## src/rtl/rtc_sec_pkg.sv

```systemverilog
package rtc_sec_pkg;
   typedef enum logic [1:0] {
      SQ_SEC  = 2'd0,
      SQ_4K   = 2'd1,
      SQ_8K   = 2'd2,
      SQ_OSC  = 2'd3
   } sq_rate_e;

   localparam int unsigned BYTE_W = 8;
   localparam int unsigned TAP_4K = 2;
   localparam int unsigned TAP_8K = 1;
endpackage

```

## src/rtl/rtc_sec_prescaler.sv

```systemverilog
module rtc_sec_prescaler #(
   parameter int unsigned P_W     = 15,
   parameter int unsigned FRONT_W = 3
) (
   input  logic           clk,
   input  logic           rst_n,
   input  logic           osc_tick,
   input  logic           chain_rst,
   output logic [P_W-1:0] presc,
   output logic           sec_tick
);
   localparam int unsigned TAIL_W = P_W - FRONT_W;

   if (FRONT_W < 3) begin : g_bad_front
      $error("FRONT_W must cover the fast taps");
   end
   if (TAIL_W < 1) begin : g_bad_tail
      $error("prescaler needs at least one tail stage");
   end

   logic [FRONT_W-1:0] front_q;
   logic [TAIL_W-1:0]  tail_q;
   logic               front_carry;

   assign front_carry = osc_tick & (&front_q);
   assign sec_tick    = front_carry & (&tail_q);
   assign presc       = {tail_q, front_q};

   // Front stages: free running, never touched by a load
   always_ff @(posedge clk or negedge rst_n) begin
      if (!rst_n)        front_q <= '0;
      else if (osc_tick) front_q <= front_q + 1'b1;
   end

   // Tail stages: cleared when the counter is loaded
   always_ff @(posedge clk or negedge rst_n) begin
      if (!rst_n)           tail_q <= '0;
      else if (chain_rst)   tail_q <= '0;
      else if (front_carry) tail_q <= tail_q + 1'b1;
   end

   assert_tail_cleared_R5: assert property (@(posedge clk) disable iff (!rst_n)
      chain_rst |=> (presc[P_W-1:FRONT_W] == '0));
   assert_front_free_R6: assert property (@(posedge clk) disable iff (!rst_n)
      osc_tick |=> (presc[FRONT_W-1:0] == FRONT_W'($past(presc[FRONT_W-1:0]) + 1'b1)));
   assert_front_hold_R6: assert property (@(posedge clk) disable iff (!rst_n)
      !osc_tick |=> $stable(presc[FRONT_W-1:0]));
endmodule

```

## src/rtl/rtc_sec_count.sv

```systemverilog
module rtc_sec_count #(
   parameter int unsigned CNT_W = 32
) (
   input  logic             clk,
   input  logic             rst_n,
   input  logic             sec_tick,
   input  logic             load,
   input  logic [CNT_W-1:0] load_val,
   output logic [CNT_W-1:0] count
);
   always_ff @(posedge clk or negedge rst_n) begin
      if (!rst_n)        count <= '0;
      else if (load)     count <= load_val;
      else if (sec_tick) count <= count + 1'b1;
   end

   assert_hold_R1: assert property (@(posedge clk) disable iff (!rst_n)
      (!load && !sec_tick) |=> $stable(count));
   assert_wrap_R2: assert property (@(posedge clk) disable iff (!rst_n)
      (!load && sec_tick && (&count)) |=> (count == '0));
   assert_load_R4: assert property (@(posedge clk) disable iff (!rst_n)
      load |=> (count == $past(load_val)));
endmodule

```

## src/rtl/rtc_sec_port.sv

```systemverilog
module rtc_sec_port
   import rtc_sec_pkg::*;
#(
   parameter int unsigned CNT_W = 32,
   parameter int unsigned AW    = 2
) (
   input  logic             clk,
   input  logic             rst_n,
   input  logic             rd_stb,
   input  logic             wr_stb,
   input  logic [AW-1:0]    addr,
   input  logic [7:0]       wdata,
   input  logic [CNT_W-1:0] live,
   output logic [7:0]       rdata,
   output logic             load,
   output logic [CNT_W-1:0] load_val
);
   localparam int unsigned BYTES = CNT_W / BYTE_W;
   localparam logic [AW-1:0] TOP_ADDR = AW'(BYTES - 1);

   logic [CNT_W-1:0] snap_q;
   logic [7:0]       snap_b [BYTES];
   logic [7:0]       stage_q [BYTES-1];
   logic             snap_take;

   assign snap_take = rd_stb && (addr == '0);
   assign load      = wr_stb && (addr == TOP_ADDR);

   for (genvar b = 0; b < BYTES; b++) begin : g_snap_bytes
      assign snap_b[b] = snap_q[b*BYTE_W +: BYTE_W];
   end

   // Staging lanes for every byte below the top one
   for (genvar b = 0; b < BYTES - 1; b++) begin : g_stage
      always_ff @(posedge clk or negedge rst_n) begin
         if (!rst_n)                              stage_q[b] <= '0;
         else if (wr_stb && (addr == AW'(b)))     stage_q[b] <= wdata;
      end
      assign load_val[b*BYTE_W +: BYTE_W] = stage_q[b];
   end
   assign load_val[CNT_W-1 -: BYTE_W] = wdata;

   always_ff @(posedge clk or negedge rst_n) begin
      if (!rst_n)         snap_q <= '0;
      else if (snap_take) snap_q <= live;
   end

   always_ff @(posedge clk or negedge rst_n) begin
      if (!rst_n)         rdata <= '0;
      else if (snap_take) rdata <= live[7:0];
      else if (rd_stb)    rdata <= snap_b[addr];
   end

   assert_snap_hold_R3: assert property (@(posedge clk) disable iff (!rst_n)
      !snap_take |=> $stable(snap_q));
   assert_rdata_hold_R3: assert property (@(posedge clk) disable iff (!rst_n)
      !rd_stb |=> $stable(rdata));
   assert_snap_match_R3: assert property (@(posedge clk) disable iff (!rst_n)
      snap_take |=> (rdata == snap_q[7:0]));
endmodule

```

## src/rtl/rtc_sec_sqw.sv

```systemverilog
module rtc_sec_sqw
   import rtc_sec_pkg::*;
(
   input  logic       clk,
   input  logic       rst_n,
   input  logic       osc_tick,
   input  logic       tap_sec,
   input  logic       tap_4k,
   input  logic       tap_8k,
   input  logic       sq_en,
   input  logic [1:0] sq_sel,
   output logic       sq_out
);
   logic osc_d;
   logic pick;

   always_ff @(posedge clk or negedge rst_n) begin
      if (!rst_n) osc_d <= 1'b0;
      else        osc_d <= osc_tick;
   end

   always_comb begin
      unique case (sq_rate_e'(sq_sel))
         SQ_SEC:  pick = tap_sec;
         SQ_4K:   pick = tap_4k;
         SQ_8K:   pick = tap_8k;
         default: pick = osc_d;
      endcase
   end

   assign sq_out = sq_en & pick;

   always_comb begin
      if (rst_n) assert_quiet_R8: assert (sq_en || !sq_out);
   end
endmodule

```

## src/rtl/rtc_seconds.sv

```systemverilog
module rtc_seconds
   import rtc_sec_pkg::*;
#(
   parameter int unsigned CNT_W   = 32,
   parameter int unsigned DIV     = 32768,
   parameter int unsigned FRONT_W = 3,
   localparam int unsigned BYTES  = CNT_W / 8,
   localparam int unsigned AW     = $clog2(BYTES),
   localparam int unsigned P_W    = $clog2(DIV)
) (
   input  logic          clk,
   input  logic          rst_n,
   input  logic          osc_tick,
   input  logic          rd_stb,
   input  logic          wr_stb,
   input  logic [AW-1:0] addr,
   input  logic [7:0]    wdata,
   output logic [7:0]    rdata,
   input  logic          sq_en,
   input  logic [1:0]    sq_sel,
   output logic          sq_out
);
   if ((CNT_W % 8) != 0 || CNT_W < 16) begin : g_bad_width
      $error("CNT_W must be a multiple of 8 and at least 16");
   end
   if ((1 << AW) != BYTES) begin : g_bad_bytes
      $error("byte count must be a power of two");
   end
   if ((1 << P_W) != DIV) begin : g_bad_div
      $error("DIV must be a power of two");
   end
   if (P_W <= FRONT_W) begin : g_bad_split
      $error("DIV must exceed the front section");
   end

   logic [CNT_W-1:0] count;
   logic [CNT_W-1:0] load_val;
   logic             load;
   logic [P_W-1:0]   presc;
   logic             sec_tick;

   rtc_sec_prescaler #(.P_W(P_W), .FRONT_W(FRONT_W)) u_presc (
      .clk       (clk),
      .rst_n     (rst_n),
      .osc_tick  (osc_tick),
      .chain_rst (load),
      .presc     (presc),
      .sec_tick  (sec_tick)
   );

   rtc_sec_count #(.CNT_W(CNT_W)) u_count (
      .clk      (clk),
      .rst_n    (rst_n),
      .sec_tick (sec_tick),
      .load     (load),
      .load_val (load_val),
      .count    (count)
   );

   rtc_sec_port #(.CNT_W(CNT_W), .AW(AW)) u_port (
      .clk      (clk),
      .rst_n    (rst_n),
      .rd_stb   (rd_stb),
      .wr_stb   (wr_stb),
      .addr     (addr),
      .wdata    (wdata),
      .live     (count),
      .rdata    (rdata),
      .load     (load),
      .load_val (load_val)
   );

   rtc_sec_sqw u_sqw (
      .clk      (clk),
      .rst_n    (rst_n),
      .osc_tick (osc_tick),
      .tap_sec  (presc[P_W-1]),
      .tap_4k   (presc[TAP_4K]),
      .tap_8k   (presc[TAP_8K]),
      .sq_en    (sq_en),
      .sq_sel   (sq_sel),
      .sq_out   (sq_out)
   );

   assert_tick_step_R1: assert property (@(posedge clk) disable iff (!rst_n)
      (sec_tick && !load) |=> (count == $past(count) + 1'b1));
   assert_sec_low_after_load_R7: assert property (@(posedge clk) disable iff (!rst_n)
      (load && sq_en && (sq_sel == SQ_SEC)) |=> (!sq_out || !$stable(sq_sel) || !$stable(sq_en)));
endmodule

```

## config.mk

```make
export PLATFORM = sky130hd
export DESIGN_NAME = rtc_seconds
export DESIGN_NICKNAME = d
export VERILOG_FILES = /design/src/rtl/rtc_sec_pkg.sv /design/src/rtl/rtc_sec_prescaler.sv /design/src/rtl/rtc_sec_count.sv /design/src/rtl/rtc_sec_port.sv /design/src/rtl/rtc_sec_sqw.sv /design/src/rtl/rtc_seconds.sv
export SDC_FILE = /design/constraint.sdc
export NUM_CORES = 1
export LEC_CHECK = 0
export ABC_AREA = 0
export CAP_MARGIN = 20
export CORE_MARGIN = 2
export CORE_UTILIZATION = 45
export CTS_CLUSTER_DIAMETER = 150
export DETAILED_ROUTE_END_ITERATION = 16
export DONT_BUFFER_PORTS = 1
export SLEW_MARGIN = 5
export SYNTH_ARGS = -nofsm -noshare
export SYNTH_HDL_FRONTEND = slang
export SYNTH_SLANG_ARGS = --single-unit
```

## constraint.sdc

```tcl
create_clock -name clk -period 2.4 [get_ports clk]
set_input_delay 0.24 -clock clk [delete_from_list [all_inputs] [get_ports clk]]
set_output_delay 0.24 -clock clk [all_outputs]
set_load 0.005 [all_outputs]
```

==> reports/summary.log, run 1 <==
[status] status complete, but fails checks
[status] violated checks negative hold slack
[clock_network] Reg clk slew, reported paths 0.11 ns
[min_path] Hold/Removal Path Class input pin to async pin
[placement] area post-placement 0.00520 mm2
[power] leak pwr 2.31 nW
[global_routing] initial antenna violation count 0
[layout] fraction of layout cells with a size suffix above 1 28.9%
[yosys] net count after synthesis 443
[die] Die Y-Extent 108 um
[route] vias per inst 5.65
[clock_network] H-tree levels 3
[power] register share of total power 54.3%
[clock_network] CTS tree yes
[setup_path] CP Data Arrival Time 2.70 ns
[yosys] post-synthesis cell count 421
[route] Detailed Route WL 11200 um
[global_routing] global-route usage over all layers 20.4%
[power] PD cells 812 mW/mm2
[route] total via count in the routed design 3365
[yosys] Post-synth top cells sky130_fd_sc_hd__dfrtp_1, sky130_fd_sc_hd__mux2_2, sky130_fd_sc_hd__nand2_1, sky130_fd_sc_hd__xnor2_1, sky130_fd_sc_hd__o21ai_0
[yosys] sequential area share after synthesis 53.2%
[clock_network] TritonCTS buffer count 9
[placement] instance count after placement with tap cells included 566
[die] Starting Density 45.6%
[die] die boundary width 108 um
[timing] Worst Hold Margin -0.458 ns
[timing] relative slew slack 54.5%
[clock_network] clock latency reported for the late side of the worst-skew pair 0.39 ns
[yosys] Synth warnings 0
[timing] number of slew-limit violations in the final report 0
[power] clock network fraction of design power 27.1%
[setup_path] endpoint of the lowest-slack register-to-register path u_count.count[28]
[timing] Tmin final 2.39 ns
[layout] Antenna diodes 0
[route] number of design rule violations left after detail routing 0
[yosys] number of synthesized flops with an enable pin 0
[route] Initial DRT Pass Iterations 4
[timing] endpoints failing setup 0
[timing] Final Hold Fails 104
[die] area of the die 0.0117 mm2
[clock_network] Bufs on Longest Clock Path 2
[layout] Nets 473
[setup_path] endpoint type of the worst setup path register
[yosys] library cells used by synthesis 31
[layout] area of all placed cells without fillers 0.00567 mm2
[clock_network] clock root buffer sky130_fd_sc_hd__clkbuf_8
[yosys] area leader, netlist sky130_fd_sc_hd__dfrtp_1
[route] drt wl/cell 18.8 um
[power] highest ir drop seen on vdd 413 uV
[setup_path] internal reg-to-reg setup slack 0.008 ns
[yosys] Post-synth ARST share 100%
[timing] transition time at the pin with the least slew margin 0.680 ns
[setup_path] Required @ worst endpoint 2.71 ns
[yosys] top_reg_cell synth sky130_fd_sc_hd__dfrtp_1
[layout] synthesis-to-finish area growth 15.9%
[global_routing] global-route wire length before repair 17700 um
[global_routing] total gr overflow 0
[setup_path] Setup Crit Path Kind register to register
[die] Ports 27
[route] number of routed nets with antenna violations 0
[timing] setup repair after global routing missed its margin true
[setup_path] maximum fanout along the worst path 5
[yosys] Post-Synthesis Mean Instance Area 11.6 um2
[power] proportion of power drawn by combinational gates 18.6%
[timing] highest attainable clock frequency 0.418 GHz
[yosys] fraction of synthesized cell area taken by the top area cell type 53.2%
[power] fraction of power spent switching nets 27.9%
[yosys] ranking of synthesized cells by area sky130_fd_sc_hd__dfrtp_1, sky130_fd_sc_hd__mux2_2, sky130_fd_sc_hd__xnor2_1
[timing] worst clock skew 0.0212 ns
[route] violation count after the first detailed-routing iteration 266
[timing] fin crit share 99.7%
[global_routing] largest net degree at the start of global routing 105
[setup_path] FF-to-FF Start u_presc.front_q[0]
[placement] estimated wirelength of the detail-placed design 7710 um
[run] MaxCap Viol Count 0
[die] Core Rows 38
[power] power after layout 4.61 mW
[placement] number of input and output port buffers inserted 0
[power] power spent charging and discharging nets 1.28 mW
[setup_path] sort of element at the start of the critical path register
[global_routing] number of global-route vias before repair 3390
[yosys] post-synthesis sequential element count 104
[die] area of the core 0.0107 mm2
[clock_network] Sinks on Clock Net 104
[layout] number of standard cells in the layout, taps in and fillers out 596
[placement] last weighted congestion value of the routability-driven placer 0.845
[yosys] most used standard cell by instance count after synthesis sky130_fd_sc_hd__dfrtp_1
[setup_path] Reg2Reg Depth 7
[power] internal portion of total power 3.32 mW
[yosys] Post-Synthesis Cell Area 0.00489 mm2
## power groups by stage
stage | logic [mW] | registers, mW | clock network, mW
floorplan | 0.617 | 2.43 | 0
global placement | 0.790 | 2.52 | 0
detailed placement | 0.816 | 2.54 | 0
CTS | 0.852 | 2.50 | 1.27
global route | 0.951 | 2.56 | 1.35
finish | 0.856 | 2.50 | 1.25
## layout make-up
cell class                 instances  area (um2)
clock inverter                     6        91.3
sequential                       104        2600
timing repair buffer              40         330
inverter                           6        22.5
fill                             959        5070
multi-input combinational        290        2310
clock buffer                      10         138
tap                              140         175
## logic make-up (layout without fill, tap and decap cells)
| kind of cell | count (synthesis) | after routing | synth area share [%] |
|---|---|---|---|
| buf+inv | 27 | 62 | 2.30 |
| flops | 104 | 104 | 53.2 |
| xor+xnor | 37 | 37 | 6.62 |
| compound gates | 41 | 41 | 4.40 |
| simple gates | 141 | 141 | 15.0 |
| fa+ha+maj | 4 | 4 | 1.02 |
| mux | 67 | 67 | 17.5 |
## layer usage
layer	global-route usage, %	wire length (um)	vias to the layer above
met3	4.40	453	15
met5	0	0	-
met4	7.69	242	0
met2	30.3	5160	71
met1	29.4	5380	1722
li1	-	-	1557
## sequential cells by signal, summed over array words and instances (netlist names)
name and flops:
u_sqw.osc_d 1, u_count.count 32, u_port.rdata 8, u_presc.tail_q 12, u_port.load_val 24, u_presc.front_q 3
u_port.snap_q 24
## placed cells by master (no fill, tap or decap), types with 2 or more instances in the layout
cell type,n
sky130_fd_sc_hd__and4_1,5
sky130_fd_sc_hd__dfrtp_1,104
sky130_fd_sc_hd__nand4_1,11
sky130_fd_sc_hd__nand2_1,44
sky130_fd_sc_hd__nand3b_1,2
sky130_fd_sc_hd__a31oi_1,5
sky130_fd_sc_hd__nor2_1,21
sky130_fd_sc_hd__mux4_2,9
sky130_fd_sc_hd__nor4_2,7
sky130_fd_sc_hd__xnor2_1,25
sky130_fd_sc_hd__bufinv_16,2
sky130_fd_sc_hd__xor2_1,11
sky130_fd_sc_hd__inv_1,6
sky130_fd_sc_hd__clkinv_4,2
sky130_fd_sc_hd__nor4_1,4
sky130_fd_sc_hd__ha_1,2
sky130_fd_sc_hd__and2_1,2
sky130_fd_sc_hd__clkbuf_8,10
sky130_fd_sc_hd__a21oi_1,6
sky130_fd_sc_hd__or4_4,2
sky130_fd_sc_hd__buf_4,28
sky130_fd_sc_hd__nor4_4,4
sky130_fd_sc_hd__or3_1,6
sky130_fd_sc_hd__o21ai_1,6
sky130_fd_sc_hd__dlygate4sd3_1,12
sky130_fd_sc_hd__nor3_1,8
sky130_fd_sc_hd__o21ai_0,23
sky130_fd_sc_hd__and3_1,4
sky130_fd_sc_hd__mux2_2,58
sky130_fd_sc_hd__nand3_1,15
## worst max-delay path by stage
stage                                  start                end  depth (start not counted)
final                     u_presc.front_q[0]  u_count.count[28]                          7
after global routing      u_presc.front_q[0]  u_count.count[28]                          7
after CTS                 u_presc.front_q[0]  u_count.count[28]                          7
after detailed placement  u_presc.front_q[0]  u_count.count[30]                          8
after global placement    u_presc.front_q[0]  u_count.count[30]                          8
after floorplan           u_presc.front_q[0]  u_count.count[26]                          8
## critical path, cell delays in order, from the launching register on
cell and delay, ns:
sky130_fd_sc_hd__dfrtp_1 0.37, sky130_fd_sc_hd__ha_2 0.19, sky130_fd_sc_hd__ha_4 0.13, sky130_fd_sc_hd__nand4_1 0.10
sky130_fd_sc_hd__or4_4 0.58, sky130_fd_sc_hd__or4_4 0.46, sky130_fd_sc_hd__or3_1 0.33, sky130_fd_sc_hd__a31oi_1 0.17
## stage by stage
step	utilization (%)	setup TNS, ns	hold slack [ns]	worst slack (ns)
global route	52.8	-0.520	-0.480	-0.115
finish	52.8	0	-0.458	0.00767
CTS	51.5	-0.0131	-0.475	-0.0131
detailed placement	48.4	-0.223	-0.0503	-0.108
global placement	48.4	-0.157	-0.0506	-0.102
floorplan	-	-0.0144	-0.0556	-0.00728
## what timing repair did
item,CTS,global route
buffers inserted,1,1
hold buffers,9,3
endpoints found under the setup margin,5,14
hold endpoints to repair,127,110
pin swaps,1,4
gates resized for setup,1,16
gates cloned,0,0
Note: power is estimated with default switching activity, not from simulation.
==> inputs of run 2 (changes only) <==
--- a/config.mk
+++ b/config.mk
@@ -8,7 +8,7 @@
 export ABC_AREA = 0
 export CAP_MARGIN = 20
 export CORE_MARGIN = 2
-export CORE_UTILIZATION = 45
+export CORE_UTILIZATION = 30
 export CTS_CLUSTER_DIAMETER = 150
 export DETAILED_ROUTE_END_ITERATION = 16
 export DONT_BUFFER_PORTS = 1
==> run 2 against run 1 <==
Compared with the run above:
- the run ends with negative hold slack, negative setup slack left
- largest power group unchanged
- core utilization decreased by 17 points
- non-clock buffer count decreased by 6
- critical endpoint is now u_count.count[26]
- setup slack got worse by 0.029 ns
==> reports/summary.log, run 2 (same netlist as run 1, synthesis figures left out) <==
[status] status complete, but fails checks
[status] violated checks negative hold slack, negative setup slack
[clock_network] H-tree levels 3 [unchanged]
[placement] number of input and output port buffers inserted 0 [unchanged]
[layout] Nets 467 [-1.3%]
[global_routing] initial antenna violation count 0 [unchanged]
[timing] number of slew-limit violations in the final report 0 [unchanged]
[clock_network] Reg clk slew, reported paths 0.07 ns [-0.04 ns]
[placement] area post-placement 0.00529 mm2 [+1.8%]
[timing] transition time at the pin with the least slew margin 0.614 ns [-0.0662 ns]
[global_routing] global-route usage over all layers 13.9% [-6.5 points]
[setup_path] Levels on crit path 7 [unchanged]
[timing] endpoints failing setup 3 [+3]
[global_routing] global-route wire length before repair 18700 um [+5.6%]
[setup_path] worst stage delay on the critical path 0.62 ns [+0.04 ns]
[setup_path] Buf+Inv Stages, Crit Path 0 [unchanged]
[die] Die Y-Extent 132 um [+22%]
[power] leak pwr 2.25 nW [-2.7%]
[setup_path] delay-heaviest family, CP simple AND/OR/NAND/NOR gates
[clock_network] count of hold-fix buffers inserted at cts 4 [-5]
[route] violation count after the first detailed-routing iteration 287 [+7.9%]
[setup_path] Setup Crit Path Kind register to register
[route] total via count in the routed design 3316 [-1.5%]
[layout] fraction of layout cells with a size suffix above 1 28.2% [-0.73 points]
[setup_path] sort of element at the start of the critical path register
[route] number of routed nets with antenna violations 0 [unchanged]
[clock_network] clock root buffer sky130_fd_sc_hd__clkbuf_16
[layout] Antenna diodes 0 [unchanged]
[die] Starting Density 30.7% [-15 points]
[layout] Largest register FFs 32 [unchanged]
[placement] last weighted congestion value of the routability-driven placer 0.851 [+0.64%]
[placement] estimated wirelength of the detail-placed design 8040 um [+4.2%]
[power] PD cells 843 mW/mm2 [+3.9%]
[clock_network] CTS tree yes
[die] area of the core 0.0159 mm2 [+48%]
[die] Ports 27 [unchanged]
[global_routing] largest net degree at the start of global routing 105 [unchanged]
[run] MaxCap Viol Count 0 [unchanged]
[layout] most used cells in the layout excluding fill and tap cells sky130_fd_sc_hd__dfrtp_1, sky130_fd_sc_hd__mux2_2, sky130_fd_sc_hd__nand2_1
[timing] setup repair after global routing missed its margin true
[timing] setup ws final -0.0215 ns [-0.0292 ns]
[timing] Worst Hold Margin -0.420 ns [+0.0378 ns]
[layout] leading cell type in the layout, fill and taps excluded sky130_fd_sc_hd__dfrtp_1
[setup_path] Reg2Reg Depth 7 [unchanged]
[setup_path] CP most frequent cell sky130_fd_sc_hd__or4_4
[clock_network] clock latency reported for the late side of the worst-skew pair 0.36 ns [-0.03 ns]
[timing] highest attainable clock frequency 0.413 GHz [-1.2%]
[setup_path] CP Data Arrival Time 2.70 ns [about the same]
[timing] Tmin final 2.42 ns [+0.0292 ns]
[route] drt wl/cell 17.3 um [-8.5%]
[clock_network] Bufs on Longest Clock Path 2 [unchanged]
[min_path] Hold/Removal Path Class input pin to async pin
[die] die boundary width 132 um [+22%]
[power] power after layout 4.81 mW [+4.4%]
[global_routing] number of global-route vias before repair 3387 [-0.088%]
[setup_path] cell chain of the critical path ha_2, ha_4, nand4_1, or4_4, or4_4, or3_1, a31oi_1
[global_routing] total gr overflow 0 [unchanged]
[layout] register bank with the most flops u_count.count
[route] Detailed Route WL 11500 um [+2.3%]
[timing] worst clock skew 0.0120 ns [-0.00919 ns]
[setup_path] Slowest-stage cell, CP sky130_fd_sc_hd__or4_4
[layout] area of all placed cells without fillers 0.00570 mm2 [+0.49%]
[timing] Final Hold Fails 104 [unchanged]
[setup_path] maximum fanout along the worst path 7 [+2]
[layout] synthesis-to-finish area growth 16.4%
[route] number of design rule violations left after detail routing 0 [unchanged]
[setup_path] Required @ worst endpoint 2.68 ns [-0.03 ns]
[die] area of the die 0.0174 mm2 [+48%]
[clock_network] TritonCTS buffer count 9 [unchanged]
[power] highest ir drop seen on vdd 360 uV [-13%]
[die] Core Rows 46 [+21%]
[timing] fin crit share 101% [+1.2 points]
[clock_network] Sinks on Clock Net 104 [unchanged]
[route] vias per inst 4.98 [-12%]
[timing] relative slew slack 58.9% [+4.4 points]
[setup_path] endpoint type of the worst setup path register
[route] Initial DRT Pass Iterations 5 [+1]
[run 2: cell types whose count changed in the layout (fill, tap and decap cells not counted), moves of 2 or more]
| cell | before | now |
|---|---|---|
| sky130_fd_sc_hd__buf_4 | 28 | 30 |
| sky130_fd_sc_hd__bufinv_16 | 2 | 0 |
| sky130_fd_sc_hd__clkbuf_1 | 0 | 2 |
| sky130_fd_sc_hd__clkbuf_16 | 0 | 9 |
| sky130_fd_sc_hd__clkbuf_8 | 10 | 2 |
| sky130_fd_sc_hd__dlygate4sd3_1 | 12 | 4 |
| sky130_fd_sc_hd__nor4_1 | 4 | 8 |
| sky130_fd_sc_hd__nor4_4 | 4 | 1 |
[run 2: layer usage]
metal	vias up	share of wire [%]	global-route usage, %
met5	-	0	0
met4	0	1.7	5.07
met3	11	5.3	4.00
met2	72	46	20.8
met1	1677	47	19.2
li1	1556	-	-
[run 2: worst paths after layout]
kind                                     start                   to  slack [ns]
setup reg to reg            u_presc.front_q[1]    u_count.count[26]       -0.02
max in group asynchronous                rst_n     u_count.count[2]        2.59
min in group clk                      wdata[4]  u_port.load_val[12]        0.03
setup / recovery            u_presc.front_q[1]    u_count.count[26]       -0.02
hold reg to reg            u_port.load_val[16]    u_count.count[16]        0.48
hold / removal                           rst_n          u_sqw.osc_d       -0.42
[run 2: worst reg2reg max path, cell delays in order, from the launching register on]
cell and delay [ns]:
sky130_fd_sc_hd__dfrtp_1 0.36, sky130_fd_sc_hd__ha_2 0.19, sky130_fd_sc_hd__ha_4 0.13, sky130_fd_sc_hd__nand4_1 0.10
sky130_fd_sc_hd__or4_4 0.62, sky130_fd_sc_hd__or4_4 0.46, sky130_fd_sc_hd__or3_1 0.33, sky130_fd_sc_hd__a31oi_1 0.17
[run 2: final cells by class]
class	count	area, um2
tap	216	270
clock inverter	3	25.0
timing repair buffer	34	265
inverter	6	22.5
sequential	104	2600
multi-input combinational	290	2250
fill	1578	10200
clock buffer	13	260
[run 2: report_power, final]
part / internal, mW / total, mW / switching (mW)
clock network: 0.767 / 1.41 / 0.646
registers: 2.17 / 2.52 / 0.349
logic: 0.552 / 0.878 / 0.326
total: 3.49 / 4.81 / 1.32
[run 2: per-stage QoR]
step / cells / hold WS (ns) / util, % / worst slack, ns / setup TNS (ns)
detailed placement: 642 / -0.0532 / 33.2 / -0.0877 / -0.229
global placement: 642 / -0.0532 / 33.2 / -0.0564 / -0.0598
CTS: 664 / -0.436 / 35.4 / 0.00186 / 0
finish: 666 / -0.420 / 35.7 / -0.0215 / -0.0273
global route: 666 / -0.444 / 35.7 / -0.132 / -0.430
floorplan: 421 / -0.0556 / - / -0.00728 / -0.0144
[run 2: repair_timing]
action                                 in CTS  in global routing
endpoints found under the hold margin     109                104
setup endpoints to repair                   5                  9
resized for setup                           1                  8
pin swaps                                   1                  2
setup buffers                               2                  2
==> inputs of run 3 (changes only) <==
--- a/config.mk
+++ b/config.mk
@@ -16,3 +16,4 @@
 export SYNTH_ARGS = -nofsm -noshare
 export SYNTH_HDL_FRONTEND = slang
 export SYNTH_SLANG_ARGS = --single-unit
+export TNS_END_PERCENT = 30
==> run 3 against run 2 <==
Compared with the run above:
- the flow finishes with violations (negative hold slack)
- die area is the same
- via count shrank 0.39%
- total power grew 2.7%
- clock power grew 13%
- first-iteration DRC count grew 15%
==> reports/summary.log, run 3 (same netlist as run 1, synthesis figures left out) <==
[die] area of the die 0.0174 mm2 [unchanged]
[clock_network] TritonCTS buffer count 9 [unchanged]
[setup_path] sort of element at the start of the critical path register
[timing] Worst Hold Margin -0.429 ns [-0.00964 ns]
[clock_network] Sinks on Clock Net 104 [unchanged]
[placement] last weighted congestion value of the routability-driven placer 0.836 [-1.8%]
[setup_path] Setup Crit Path Kind register to register
[layout] final core area utilization 35.6% [-0.17 points]
[setup_path] CP Data Arrival Time 2.67 ns [-0.03 ns]
[timing] relative slew slack 55.4% [-3.5 points]
[timing] endpoints failing setup 0 [-3]
[layout] Largest register FFs 32 [unchanged]
[status] status complete, but fails checks
[route] total via count in the routed design 3303 [-0.39%]
[die] Ports 27 [unchanged]
[die] area of the core 0.0159 mm2 [unchanged]
[route] Detailed Route WL 11400 um [-0.81%]
[layout] leading cell type in the layout, fill and taps excluded sky130_fd_sc_hd__dfrtp_1
[status] violated checks negative hold slack
[timing] transition time at the pin with the least slew margin 0.666 ns [+0.0522 ns]
[setup_path] Required @ worst endpoint 2.67 ns [about the same]
[route] drt wl/cell 17.3 um [+0.40%]
[route] number of design rule violations left after detail routing 0 [unchanged]
[layout] filler cell count 1564 [-0.89%]
[route] number of routed nets with antenna violations 0 [unchanged]
[die] Starting Density 30.7% [unchanged]
[die] Core Rows 46 [unchanged]
[timing] fin crit share 99.8% [-1.1 points]
[layout] most used cells in the layout excluding fill and tap cells sky130_fd_sc_hd__dfrtp_1, sky130_fd_sc_hd__mux2_2, sky130_fd_sc_hd__nand2_1
[global_routing] total gr overflow 0 [unchanged]
[timing] Final Hold Fails 104 [unchanged]
[global_routing] global-route wire length before repair 18700 um [-0.44%]
[clock_network] CTS tree yes
[placement] number of input and output port buffers inserted 0 [unchanged]
[timing] setup repair after global routing missed its margin true
[setup_path] maximum fanout along the worst path 5 [-2]
[route] Initial DRT Pass Iterations 4 [-1]
[run] MaxCap Viol Count 0 [unchanged]
[min_path] Hold/Removal Path Class input pin to async pin
[route] violation count after the first detailed-routing iteration 329 [+15%]
[clock_network] count of hold-fix buffers inserted at cts 2 [-2]
[clock_network] clock root buffer sky130_fd_sc_hd__clkbuf_16
[clock_network] Bufs on Longest Clock Path 2 [unchanged]
[power] PD cells 870 mW/mm2 [+3.2%]
[die] Die Y-Extent 132 um [unchanged]
[die] die boundary width 132 um [unchanged]
[timing] highest attainable clock frequency 0.418 GHz [+1.1%]
[placement] estimated wirelength of the detail-placed design 8060 um [+0.32%]
[layout] register bank with the most flops u_count.count
[power] highest ir drop seen on vdd 414 uV [+15%]
[timing] number of slew-limit violations in the final report 0 [unchanged]
[layout] Antenna diodes 0 [unchanged]
[layout] Nets 459 [-1.7%]
[global_routing] initial antenna violation count 0 [unchanged]
[clock_network] H-tree levels 3 [unchanged]
[layout] synthesis-to-finish area growth 15.9%
[route] vias per inst 5.02 [+0.82%]
[setup_path] endpoint type of the worst setup path register
[clock_network] clock latency reported for the late side of the worst-skew pair 0.36 ns [about the same]
[timing] Tmin final 2.39 ns [-0.0269 ns]
[timing] worst clock skew 0.00794 ns [-0.00405 ns]
[global_routing] number of global-route vias before repair 3330 [-1.7%]
[layout] fraction of layout cells with a size suffix above 1 27.4% [-0.85 points]
[global_routing] largest net degree at the start of global routing 105 [unchanged]
[global_routing] global-route usage over all layers 13.7% [-0.18 points]
[clock_network] Reg clk slew, reported paths 0.07 ns [about the same]
[power] leak pwr 2.24 nW [about the same]
[run 3: area by class of cell]
type / instances / area, um2 / share of cell area (%)
inverters: 6 / 22.5 / 0.397
clock buffers: 10 / 229 / 4.04
clock inverters: 6 / 91.3 / 1.61
well taps: 216 / 270 / 4.77
flip-flops and latches: 104 / 2600 / 45.9
multi-input cells: 290 / 2260 / 39.8
repair buffers: 26 / 200 / 3.53
[run 3: repair_timing]
item | CTS | global route
hold endpoints to repair | 107 | 104
pin swaps | 2 | 2
resized for setup | 0 | 8
setup buffers | 1 | 0
endpoints found under the setup margin | 3 | 10
[run 3: path summary, 6_finish.rpt]
kind | startpoint | to | slack (ns) | cells after the start
worst max-delay path | u_presc.front_q[0] | u_count.count[28] | 0.005 | 7
worst min-delay path | rst_n | u_presc.front_q[1] | -0.43 | 0
worst max register to register | u_presc.front_q[0] | u_count.count[28] | 0.005 | 7
worst min register to register | u_port.load_val[11] | u_count.count[11] | 0.48 | 2
max in group asynchronous | rst_n | u_count.count[10] | 2.63 | 0
min in group clk | wdata[3] | u_count.count[27] | 0.01 | 2
[run 3: power breakdown]
| part | internal [mW] | leakage [nW] | switching [mW] | total (mW) |
|---|---|---|---|---|
| clock network | 0.920 | 0.157 | 0.665 | 1.59 |
| registers | 2.17 | 1.28 | 0.363 | 2.53 |
| logic | 0.522 | 0.808 | 0.301 | 0.822 |
[run 3: per-stage QoR]
stage                     setup WS [ns]  instance area [um2]  power [mW]  setup TNS [ns]  instances
after floorplan                -0.00728                 4910        3.05         -0.0144        421
after global placement           0.0398                 5270        3.31               0        639
after detailed placement       -0.00464                 5270        3.37        -0.00464        639
after CTS                       0.00229                 5620        4.97               0        658
after global routing             -0.126                 5670        5.18          -0.440        658
final                           0.00532                 5670        4.94               0        658
[run 3: per-layer routing]
metal  track usage [%]  wire length (um)  up-vias
met3              2.92               865       12
met4              5.01               177        0
met2              20.4              5220       91
met1              19.7              5140     1662
li1                  -                 -     1538
met5                 0                 0        -
[run 3: critical path, stage by stage, from the launching register on]
cell	delay (ns)
sky130_fd_sc_hd__dfrtp_1	0.36
sky130_fd_sc_hd__ha_2	0.19
sky130_fd_sc_hd__ha_4	0.13
sky130_fd_sc_hd__nand4_1	0.09
sky130_fd_sc_hd__or4_4	0.57
sky130_fd_sc_hd__or4_4	0.46
sky130_fd_sc_hd__or3_1	0.32
sky130_fd_sc_hd__a31oi_1	0.18
